<file path="config.mk">
export PLATFORM = sky130hd
export DESIGN_NAME = ppcfg_seq
export DESIGN_NICKNAME = d
export VERILOG_FILES = /design/src/rtl/ppcfg_pkg.sv /design/src/rtl/ppcfg_sync.sv /design/src/rtl/ppcfg_timer.sv /design/src/rtl/ppcfg_drive_dec.sv /design/src/rtl/ppcfg_seq.sv
export SDC_FILE = /design/constraint.sdc
export NUM_CORES = 1
export LEC_CHECK = 0
export CORE_MARGIN = 4
export CORE_UTILIZATION = 23
export CTS_BUF_LIST = sky130_fd_sc_hd__clkbuf_8
export CTS_CLUSTER_SIZE = 12
export DETAILED_ROUTE_END_ITERATION = 8
export PLACE_DENSITY_LB_ADDON = 0.2
export SLEW_MARGIN = 10
export SYNTH_ARGS = -nofsm -noshare
export SYNTH_HDL_FRONTEND = slang
export SYNTH_HIERARCHICAL = 1
export SYNTH_SLANG_ARGS = --single-unit
</file>
<file path="constraint.sdc">
create_clock -name clk -period 9.55 [get_ports clk]
set_input_delay 1.4325 -clock clk [delete_from_list [all_inputs] [get_ports clk]]
set_output_delay 1.4325 -clock clk [all_outputs]
set_load 0.1 [all_outputs]
</file>
<file path="src/rtl/ppcfg_pkg.sv">
package ppcfg_pkg;

  typedef enum logic [3:0] {
    ST_IDLE, ST_PRE1, ST_OVR, ST_NCE, ST_PRE2, ST_RLO, ST_RHI, ST_RCHK,
    ST_DATA, ST_CDW, ST_DCLK, ST_UMW, ST_REL1, ST_REL2, ST_REL3, ST_FIN
  } state_t;

  localparam logic [2:0] ERR_NONE  = 3'd0;
  localparam logic [2:0] ERR_MODE  = 3'd1;
  localparam logic [2:0] ERR_TMO   = 3'd2;
  localparam logic [2:0] ERR_RCHK  = 3'd3;
  localparam logic [2:0] ERR_NSTAT = 3'd4;
  localparam logic [2:0] ERR_FINAL = 3'd5;

  typedef struct packed {
    logic ncfg;
    logic nce;
    logic cfg_ovr_n;
    logic ncfg_ovr_n;
    logic nstat_ovr_n;
    logic cdone_ovr_n;
    logic clk_en;
    logic data_en;
    logic dclk_req;
    logic busy;
  } drv_t;

endpackage

</file>
<file path="src/rtl/ppcfg_sync.sv">
module ppcfg_sync #(
  parameter int W      = 8,
  parameter int STAGES = 2
) (
  input  logic         clk,
  input  logic         rst_n,
  input  logic [W-1:0] d,
  output logic [W-1:0] q
);
  logic [STAGES-1:0][W-1:0] stg;

  generate
    if (STAGES < 2) begin : g_single
      always_ff @(posedge clk or negedge rst_n) begin
        if (!rst_n) stg <= '0;
        else        stg <= d;
      end
    end else begin : g_chain
      always_ff @(posedge clk or negedge rst_n) begin
        if (!rst_n) stg <= '0;
        else        stg <= {stg[STAGES-2:0], d};
      end
    end
  endgenerate

  assign q = stg[STAGES-1];
endmodule

</file>
<file path="src/rtl/ppcfg_timer.sv">
module ppcfg_timer #(
  parameter int CW = 8
) (
  input  logic          clk,
  input  logic          rst_n,
  input  logic          clr,
  input  logic          en,
  input  logic [CW-1:0] limit,
  output logic          hit
);
  logic [CW-1:0] cnt;

  always_ff @(posedge clk or negedge rst_n) begin
    if (!rst_n)   cnt <= '0;
    else if (clr) cnt <= '0;
    else if (en)  cnt <= cnt + CW'(1);
  end

  assign hit = en && (cnt == limit - CW'(1));

  // a timed wait never runs past its own window
  p_cnt_below_limit_r3: assert property (@(posedge clk) disable iff (!rst_n)
    en |-> (cnt < limit));
endmodule

</file>
<file path="src/rtl/ppcfg_drive_dec.sv">
module ppcfg_drive_dec
  import ppcfg_pkg::*;
(
  input  state_t st,
  output drv_t   drv
);
  always_comb begin
    drv             = '0;
    drv.ncfg        = 1'b1;
    drv.nce         = 1'b1;
    drv.cfg_ovr_n   = 1'b1;
    drv.ncfg_ovr_n  = 1'b1;
    drv.nstat_ovr_n = 1'b1;
    drv.cdone_ovr_n = 1'b1;
    drv.busy        = (st != ST_IDLE);
    case (st)
      ST_OVR: begin
        drv.cfg_ovr_n  = 1'b0;
        drv.ncfg_ovr_n = 1'b0;
      end
      ST_NCE, ST_PRE2, ST_RHI, ST_RCHK, ST_REL1: begin
        drv.cfg_ovr_n  = 1'b0;
        drv.ncfg_ovr_n = 1'b0;
        drv.nce        = 1'b0;
      end
      ST_RLO: begin
        drv.cfg_ovr_n  = 1'b0;
        drv.ncfg_ovr_n = 1'b0;
        drv.nce        = 1'b0;
        drv.ncfg       = 1'b0;
      end
      ST_DATA, ST_CDW, ST_DCLK, ST_UMW: begin
        drv.cfg_ovr_n  = 1'b0;
        drv.ncfg_ovr_n = 1'b0;
        drv.nce        = 1'b0;
        drv.clk_en     = 1'b1;
        drv.data_en    = 1'b1;
        drv.dclk_req   = (st == ST_DCLK);
      end
      ST_REL2: drv.nce = 1'b0;
      default: ;
    endcase
  end
endmodule

</file>
<file path="src/rtl/ppcfg_seq.sv">
module ppcfg_seq
  import ppcfg_pkg::*;
#(
  parameter int RW         = 2,
  parameter int WAIT_CYC   = 1000,
  parameter int CD_CYC     = 32'h0100_0000,
  parameter int UM_CYC     = 1000,
  parameter int EXTRA_DCLK = 15
) (
  input  logic          clk,
  input  logic          rst_n,
  input  logic          start_i,
  input  logic          data_done_i,
  input  logic [RW-1:0] ratio_i,
  input  logic [2:0]    msel_i,
  input  logic          ncfg_sense_i,
  input  logic          nstat_sense_i,
  input  logic          cdone_sense_i,
  input  logic          cdone_oe_sense_i,
  input  logic          umode_sense_i,
  output logic          ncfg_drv_o,
  output logic          nce_o,
  output logic          cfg_ovr_n_o,
  output logic          ncfg_ovr_n_o,
  output logic          nstat_ovr_n_o,
  output logic          cdone_ovr_n_o,
  output logic          clk_en_o,
  output logic          data_en_o,
  output logic          dclk_req_o,
  output logic [RW-1:0] ratio_o,
  output logic          busy_o,
  output logic          done_o,
  output logic [2:0]    err_o
);
  localparam int M1   = (WAIT_CYC > CD_CYC) ? WAIT_CYC : CD_CYC;
  localparam int M2   = (UM_CYC > EXTRA_DCLK) ? UM_CYC : EXTRA_DCLK;
  localparam int MAXL = (M1 > M2) ? M1 : M2;
  localparam int CW   = $clog2(MAXL + 1);
  localparam int SW   = 8;

  // synchronised sensed pins
  logic [SW-1:0] raw_s, syn_s;
  logic [2:0]    msel_s;
  logic          ncfg_s, nstat_s, cdone_s, cdoe_s, umode_s;

  assign raw_s = {msel_i, ncfg_sense_i, nstat_sense_i, cdone_sense_i,
                  cdone_oe_sense_i, umode_sense_i};

  ppcfg_sync #(.W(SW), .STAGES(2)) u_sync (
    .clk(clk), .rst_n(rst_n), .d(raw_s), .q(syn_s));

  assign {msel_s, ncfg_s, nstat_s, cdone_s, cdoe_s, umode_s} = syn_s;

  state_t          st_q, st_n;
  logic [2:0]      err_q, err_n;
  logic            done_q, done_n;
  logic [RW-1:0]   ratio_q, ratio_n;
  logic            tm_en, tm_hit;
  logic [CW-1:0]   tm_lim;
  drv_t            drv;

  always_comb begin
    tm_en  = 1'b1;
    tm_lim = CW'(WAIT_CYC);
    case (st_q)
      ST_PRE1, ST_PRE2, ST_RLO, ST_RHI: tm_lim = CW'(WAIT_CYC);
      ST_CDW:  tm_lim = CW'(CD_CYC);
      ST_DCLK: tm_lim = CW'(EXTRA_DCLK);
      ST_UMW:  tm_lim = CW'(UM_CYC);
      default: tm_en  = 1'b0;
    endcase
  end

  ppcfg_timer #(.CW(CW)) u_timer (
    .clk(clk), .rst_n(rst_n), .clr(st_n != st_q), .en(tm_en),
    .limit(tm_lim), .hit(tm_hit));

  always_comb begin
    st_n    = st_q;
    err_n   = err_q;
    done_n  = done_q;
    ratio_n = ratio_q;
    case (st_q)
      ST_IDLE: if (start_i) begin
        done_n = 1'b0;
        if ((msel_s & 3'b110) != 3'b000) begin
          err_n = ERR_MODE;
        end else begin
          err_n   = ERR_NONE;
          ratio_n = ratio_i;
          st_n    = ST_PRE1;
        end
      end
      ST_PRE1, ST_PRE2: begin
        if (!ncfg_s && !nstat_s) st_n = (st_q == ST_PRE1) ? ST_OVR : ST_RLO;
        else if (tm_hit) begin st_n = ST_IDLE; err_n = ERR_TMO; end
      end
      ST_OVR: st_n = ST_NCE;
      ST_NCE: st_n = ST_PRE2;
      ST_RLO: begin
        if (!nstat_s)    st_n = ST_RHI;
        else if (tm_hit) begin st_n = ST_IDLE; err_n = ERR_TMO; end
      end
      ST_RHI: begin
        if (nstat_s)     st_n = ST_RCHK;
        else if (tm_hit) begin st_n = ST_IDLE; err_n = ERR_TMO; end
      end
      ST_RCHK: begin
        if (!cdone_s && cdoe_s) st_n = ST_DATA;
        else begin st_n = ST_IDLE; err_n = ERR_RCHK; end
      end
      ST_DATA: if (data_done_i) st_n = ST_CDW;
      ST_CDW: begin
        if (cdone_s)      st_n = ST_DCLK;
        else if (!nstat_s) begin st_n = ST_IDLE; err_n = ERR_NSTAT; end
        else if (tm_hit)  begin st_n = ST_IDLE; err_n = ERR_TMO; end
      end
      ST_DCLK: if (tm_hit) st_n = ST_UMW;
      ST_UMW: begin
        if (umode_s)     st_n = ST_REL1;
        else if (tm_hit) begin st_n = ST_IDLE; err_n = ERR_TMO; end
      end
      ST_REL1: st_n = ST_REL2;
      ST_REL2: st_n = ST_REL3;
      ST_REL3: st_n = ST_FIN;
      ST_FIN: begin
        st_n = ST_IDLE;
        if (umode_s && cdone_s && nstat_s) done_n = 1'b1;
        else                               err_n  = ERR_FINAL;
      end
      default: st_n = ST_IDLE;
    endcase
  end

  always_ff @(posedge clk or negedge rst_n) begin
    if (!rst_n) begin
      st_q    <= ST_IDLE;
      err_q   <= ERR_NONE;
      done_q  <= 1'b0;
      ratio_q <= '0;
    end else begin
      st_q    <= st_n;
      err_q   <= err_n;
      done_q  <= done_n;
      ratio_q <= ratio_n;
    end
  end

  ppcfg_drive_dec u_dec (.st(st_q), .drv(drv));

  assign ncfg_drv_o    = drv.ncfg;
  assign nce_o         = drv.nce;
  assign cfg_ovr_n_o   = drv.cfg_ovr_n;
  assign ncfg_ovr_n_o  = drv.ncfg_ovr_n;
  assign nstat_ovr_n_o = drv.nstat_ovr_n;
  assign cdone_ovr_n_o = drv.cdone_ovr_n;
  assign clk_en_o      = drv.clk_en;
  assign data_en_o     = drv.data_en;
  assign dclk_req_o    = drv.dclk_req;
  assign busy_o        = drv.busy;
  assign ratio_o       = ratio_q;
  assign done_o        = done_q;
  assign err_o         = err_q;

  // chip enable is only driven while a run is active
  p_nce_only_busy_r11: assert property (@(posedge clk) disable iff (!rst_n)
    !nce_o |-> busy_o);
  // data path opens only with overrides on and chip enabled
  p_data_needs_ovr_r6: assert property (@(posedge clk) disable iff (!rst_n)
    data_en_o |-> (!cfg_ovr_n_o && !nce_o && clk_en_o));
  // burst request only while the clock path is enabled
  p_dclk_with_clk_r8: assert property (@(posedge clk) disable iff (!rst_n)
    dclk_req_o |-> clk_en_o);
  // the nCONFIG pulse starts only after chip enable is low
  p_pulse_after_nce_r5: assert property (@(posedge clk) disable iff (!rst_n)
    $fell(ncfg_drv_o) |-> !nce_o);
  // success carries no error and no activity
  p_done_clean_r10: assert property (@(posedge clk) disable iff (!rst_n)
    done_o |-> (err_o == ERR_NONE && !busy_o));
  // ratio stays fixed for the whole run
  p_ratio_hold_r13: assert property (@(posedge clk) disable iff (!rst_n)
    (busy_o && $past(busy_o)) |-> $stable(ratio_o));
endmodule

</file>
==> results.cfg, run 1 <==
[die]
initial_utilization_pct = 23.5
height_of_the_die_um = 133
io_pins = 30
die_area_sq_um = 17600
core_region_area_sq_um = 15200
fp.dieW_um = 133
core.rowCount = 45

[grt]
gr-usage-met3_pct = 2.36
grt_first_pass_wirelength_mm = 14.5
antenna_found_initial = 0
grt.met2_usage_pct = 16.1
grt_max_degree = 50
top_usage_layer = met2
global_route_track_usage_on_met1_pct = 13.2
first_global_vias = 2920
grt.total_usage_pct = 10.0
grt_overflow_total = 0

[sta]
drv_slew = 0
relSlewSlack_pct = 34.1
worst_slew_pin_slew_ns = 0.986
final.setup.tns_ns = 0
final_min_period_over_clock_period_pct = 80.3
finClkSkew_ns = 0.00926
rsz0062_at_grt = no
setup_viol = 0
finalWorstPathRequiredPeriod_ns = 7.66
timing.hold.ws_ns = 0.357
hold_viol_final = 0
setup_ws_ns = 1.89
maximum_operating_frequency_mhz = 130

[clock_tree]
cts.path.max_buffers = 2
cts_inserted_buffers = 5
maximum_level_of_the_cts_h_tree = 2
post_cts.repair.setup_buffers = 0
root_buffer = clkbuf_8
cts_hold_buf = 0
tritoncts = done
worstSkewPairLatency_ns = 0.32
tritoncts_num_sinks = 49
worst_setup_hold_path_clk_slew_ns = 0.10
cts.repair.resized = 0

[setup_path]
crit_chain = inv_1 -> nor2_1 -> nand2_1 -> inv_1 -> nor2_1 -> or4_1 -> or4_4 -> xnor2_1 -> a22o_1 -> o31ai_1 -> a2111oi_0 -> o2111a_1 -> mux2i_1 -> o311ai_0 -> o311ai_0 -> o31ai_4 -> buf_4 -> o2111ai_1 -> nor3_1 -> and2_1 -> nand2_1 -> or3_1 -> a21oi_1
worstPathBufferInverterCount = 3
crit_slowest_cell = dfrtp_1
arrival_ns = 7.91
critPathMaxFanout = 26
cp_capture_type = flop
cp-start-kind = flop
timing_worst_setup_path_type = flop to flop
timing.critical_path.max_delay_family = simple AND/OR/NAND/NOR gates
critPathRequiredTime_ns = 9.80
critPathMaxStageDelay_ns = 0.88

[drt]
drcViolationCount = 0
finalWirelength_mm = 8.65
drt-initial-drc-count = 313
drt_pre_antenna_iters = 4
detail_route.wl_per_cell_um = 12.8
route.vias.total = 3094
vias_per_cell = 4.58
final_antenna_net_count = 0

[outcome]
run_status = complete, no violations

[synth]
synth.avg_cell_area_sq_um = 8.58
syn-cell-area_sq_um = 3580
netlist_instances = 417
ys.warnings.count = 6

[power]
ir_worst_vdd_mv = 0.190
leakage_uw = 0.00171
p_per_area_nw_per_um2 = 231

[placement]
detailed_place.area_sq_um = 4170
dp_worst_setup_slack_ns = 1.87
io_buffer_count = 26
place_congestion = 0.858
hpwlAfterDp_mm = 6.20

[final_layout]
antennaDiodeCount = 0
drive_above_1_share_pct = 6.57
finalCoreUtilization_pct = 28.2
design_area_sq_um = 4280
final_net_count = 502
area.sequential_sq_um = 1230
flow.area_growth_from_synthesis_pct = 19.7
nFillCells = 1635
multi_input_combinational_cell_area_sq_um = 2360

[hold_path]
hold_class = flop to flop

[job]
cap_violations = 0
==> layout make-up <==
| class | count | area share (%) |
|---|---|---|
| Multi-Input combinational cell | 384 | 55.0 |
| Sequential cell | 49 | 28.6 |
| Timing Repair Buffer | 31 | 6.84 |
| Inverter | 15 | 1.31 |
| Clock inverter | 3 | 1.08 |
| Clock buffer | 5 | 1.61 |
| Tap cell | 188 | 5.49 |
==> cell usage in the layout (no fill, tap or decap), types with 5 or more instances in the layout <==
cell type / instances
conb_1: 65
dfrtp_1: 49
nor2_1: 46
xor2_1: 28
xnor2_1: 26
nand2_1: 25
clkdlybuf4s50_1: 25
o21ai_0: 22
inv_1: 15
nor3_1: 13
nand3_1: 12
nand4_1: 12
a21oi_1: 11
nor4_1: 10
or4_1: 9
and3_1: 8
nand2b_1: 7
clkbuf_8: 5
buf_4: 5
==> flip-flops by register name, indices dropped and copies added (netlist names) <==
register     cells
u_sync/stg       7
u_timer/cnt     25
err_o            3
done_o           1
ratio_o          2
u_sync/q         7
st_q             4
==> worst paths after layout <==
kind / cells after the start / end / from / slack [ns]
min in group asynchronous: 2 / u_sync/q[1]$_DFF_PN0_ / rst_n / 1.22
worst min register to register: 0 / u_sync/q[4]$_DFF_PN0_ / u_sync/stg[4]$_DFF_PN0_ / 0.36
worst max register to register: 23 / u_timer/cnt[23]$_DFFE_PN0P_ / st_q[0]$_DFF_PN0_ / 1.89
worst max-delay path: 23 / u_timer/cnt[23]$_DFFE_PN0P_ / st_q[0]$_DFF_PN0_ / 1.89
worst min-delay path: 0 / u_sync/q[4]$_DFF_PN0_ / u_sync/stg[4]$_DFF_PN0_ / 0.36
max in group asynchronous: 2 / ratio_o[0]$_DFFE_PN0P_ / rst_n / 7.87
==> through the flow <==
step                      std cells  power [uW]
after global routing            675        1050
after floorplan                 480         712
after global placement          667         838
after CTS                       675        1000
final                           675         989
after detailed placement        667         836
==> per-layer routing <==
metal	vias up	part of all wire (%)
met2	58	47
met4	0	2.0
met5	-	0
met1	1453	47
met3	16	3.4
li1	1567	-
==> where the power goes <==
part | switching [uW] | internal (uW)
logic | 389 | 167
clock network | 79.8 | 78.5
registers | 45.0 | 230
No activity file was read; power rests on OpenSTA's default activity.
==> run 2: changes to the inputs <==
- clock period: 9.55 -> 7.48 ns (I/O delays scaled with it)
==> run 2 against run 1 <==
  * Die area did not move
  * Combinational power up 37%
  * Global-route usage grew 0.34 points
  * Cell area about the same
  * Sequential power grew 15%
  * Non-clock buffer count is 4 higher
  * Sequential share of layout area is essentially flat
==> results.cfg, run 2 (synthesis results as in run 1) <==
[setup_path]
timing_worst_setup_path_type = flop to flop
crit_slowest_cell = or4_1
critPathMaxStageDelay_ns = 0.60
crit_chain = nor2b_1 -> and3_1 -> nor2_1 -> or4_1 -> or4_4 -> nor2_1 -> xor2_1 -> o221a_2 -> o21ai_0 -> o2111a_1 -> buf_4 -> or4_1 -> o311ai_0 -> o311ai_0 -> o31ai_4 -> o2111ai_1 -> nor3_1 -> and2_1 -> nand2_1 -> or3_1 -> a21oi_1
cp_capture_type = flop
cp-start-kind = flop
critPathMaxFanout = 15
arrival_ns = 6.95
critPathRequiredTime_ns = 7.73

[final_layout]
antennaDiodeCount = 0
largest_register_ff_count = 25
finalCoreUtilization_pct = 28.2
fin_cells = 679
final_net_count = 506
drive_above_1_share_pct = 7.13
most-common-layout-cells = conb_1 (65), dfrtp_1 (49), nor2_1 (46)
flow.area_growth_from_synthesis_pct = 19.6
most_common_cell_after_layout_fill_and_taps_aside = conb_1
largest-register = u_timer/cnt
design_area_sq_um = 4280

[clock_tree]
post_cts.repair.setup_buffers = 0
tritoncts = done
worstSkewPairLatency_ns = 0.32
maximum_level_of_the_cts_h_tree = 2
root_buffer = clkbuf_8
cts_hold_buf = 0
cts_inserted_buffers = 5
cts.path.max_buffers = 2
tritoncts_num_sinks = 49
worst_setup_hold_path_clk_slew_ns = 0.09
cts.repair.resized = 0

[die]
die_area_sq_um = 17600
core.rowCount = 45
core_region_area_sq_um = 15200
initial_utilization_pct = 23.5
io_pins = 30
height_of_the_die_um = 133
fp.dieW_um = 133

[sta]
maximum_operating_frequency_mhz = 149
setup_ws_ns = 0.776
drv_slew = 0
setup_viol = 0
final.setup.tns_ns = 0
finalWorstPathRequiredPeriod_ns = 6.70
relSlewSlack_pct = 33.7
rsz0062_at_grt = no
worst_slew_pin_slew_ns = 0.991
final_min_period_over_clock_period_pct = 89.6
finClkSkew_ns = 0.00379
hold_viol_final = 0

[grt]
gr-usage-met3_pct = 2.28
top_usage_layer = met2
first_global_vias = 3007
global_route_track_usage_on_met1_pct = 12.8
grt_max_degree = 50
antenna_found_initial = 0
grt.total_usage_pct = 10.4
grt_first_pass_wirelength_mm = 14.9
grt_overflow_total = 0
grt.met2_usage_pct = 17.3

[placement]
hpwlAfterDp_mm = 6.48
detailed_place.area_sq_um = 4200
io_buffer_count = 26
placed_cells_incl_taps = 671
dp_worst_setup_slack_ns = 0.792
place_congestion = 0.898

[drt]
route.vias.total = 3158
drcViolationCount = 0
final_antenna_net_count = 0
finalWirelength_mm = 8.89
drt_pre_antenna_iters = 5
detail_route.wl_per_cell_um = 13.1
drt-initial-drc-count = 237
vias_per_cell = 4.65

[job]
cap_violations = 0

[power]
leakage_uw = 0.00173
ir_worst_vdd_mv = 0.198
p_per_area_nw_per_um2 = 288

[outcome]
run_status = complete, no violations

[hold_path]
hold_class = flop to flop
## run 2: worst paths after layout
path                            slack, ns  cells after the start                           to                     from
max in group asynchronous            6.14                      2  u_timer/cnt[10]$_DFFE_PN0P_                    rst_n
worst max register to register       0.78                     21  u_timer/cnt[23]$_DFFE_PN0P_        st_q[2]$_DFF_PN0_
worst min register to register       0.35                      0        u_sync/q[4]$_DFF_PN0_  u_sync/stg[4]$_DFF_PN0_
worst max-delay path                 0.78                     21  u_timer/cnt[23]$_DFFE_PN0P_        st_q[2]$_DFF_PN0_
worst min-delay path                 0.35                      0        u_sync/q[4]$_DFF_PN0_  u_sync/stg[4]$_DFF_PN0_
min in group asynchronous            0.90                      2      u_sync/stg[2]$_DFF_PN0_                    rst_n
## run 2: final cells by class
class                      count  area, sq um
fill                        1635        10900
clock buffer                   5         68.8
clock inverter                 3         13.8
timing repair buffer          35          323
inverter                      15         56.3
sequential                    49         1230
tap                          188          235
multi-input combinational    384         2360
## run 2: where the power goes
part | internal, uW | total, uW | switching [uW] | leakage (uW)
clock network | 63.7 | 157 | 93.2 | 0.0000491
registers | 294 | 317 | 22.7 | 0.000637
logic | 219 | 759 | 540 | 0.00104
## run 2: metal layers
layer / part of all wire [%] / wire length [um]
met1: 45 / 4030
met5: 0 / 0
met2: 48 / 4290
met3: 4.2 / 370
met4: 2.3 / 204
## run 2: per-stage QoR
step | hold WS [ns] | power, uW
global route | 0.362 | 1320
finish | 0.355 | 1230
floorplan | 0.331 | 910
global placement | 0.338 | 1080
CTS | 0.357 | 1250
detailed placement | 0.335 | 1080
## run 2: worst max-delay path, delay by kind of cell (launching register included)
family	cells	cell delay, ns
simple gates	11	4.30
flops	1	0.39
xor+xnor	1	0.18
compound gates	8	1.55
buf+inv	1	0.21
==> run 3: changes to the inputs <==
- CAP_MARGIN: unset -> 10
==> results of run 3 <==
No change in the layout: final DEF, timing and power equal those of run 2.
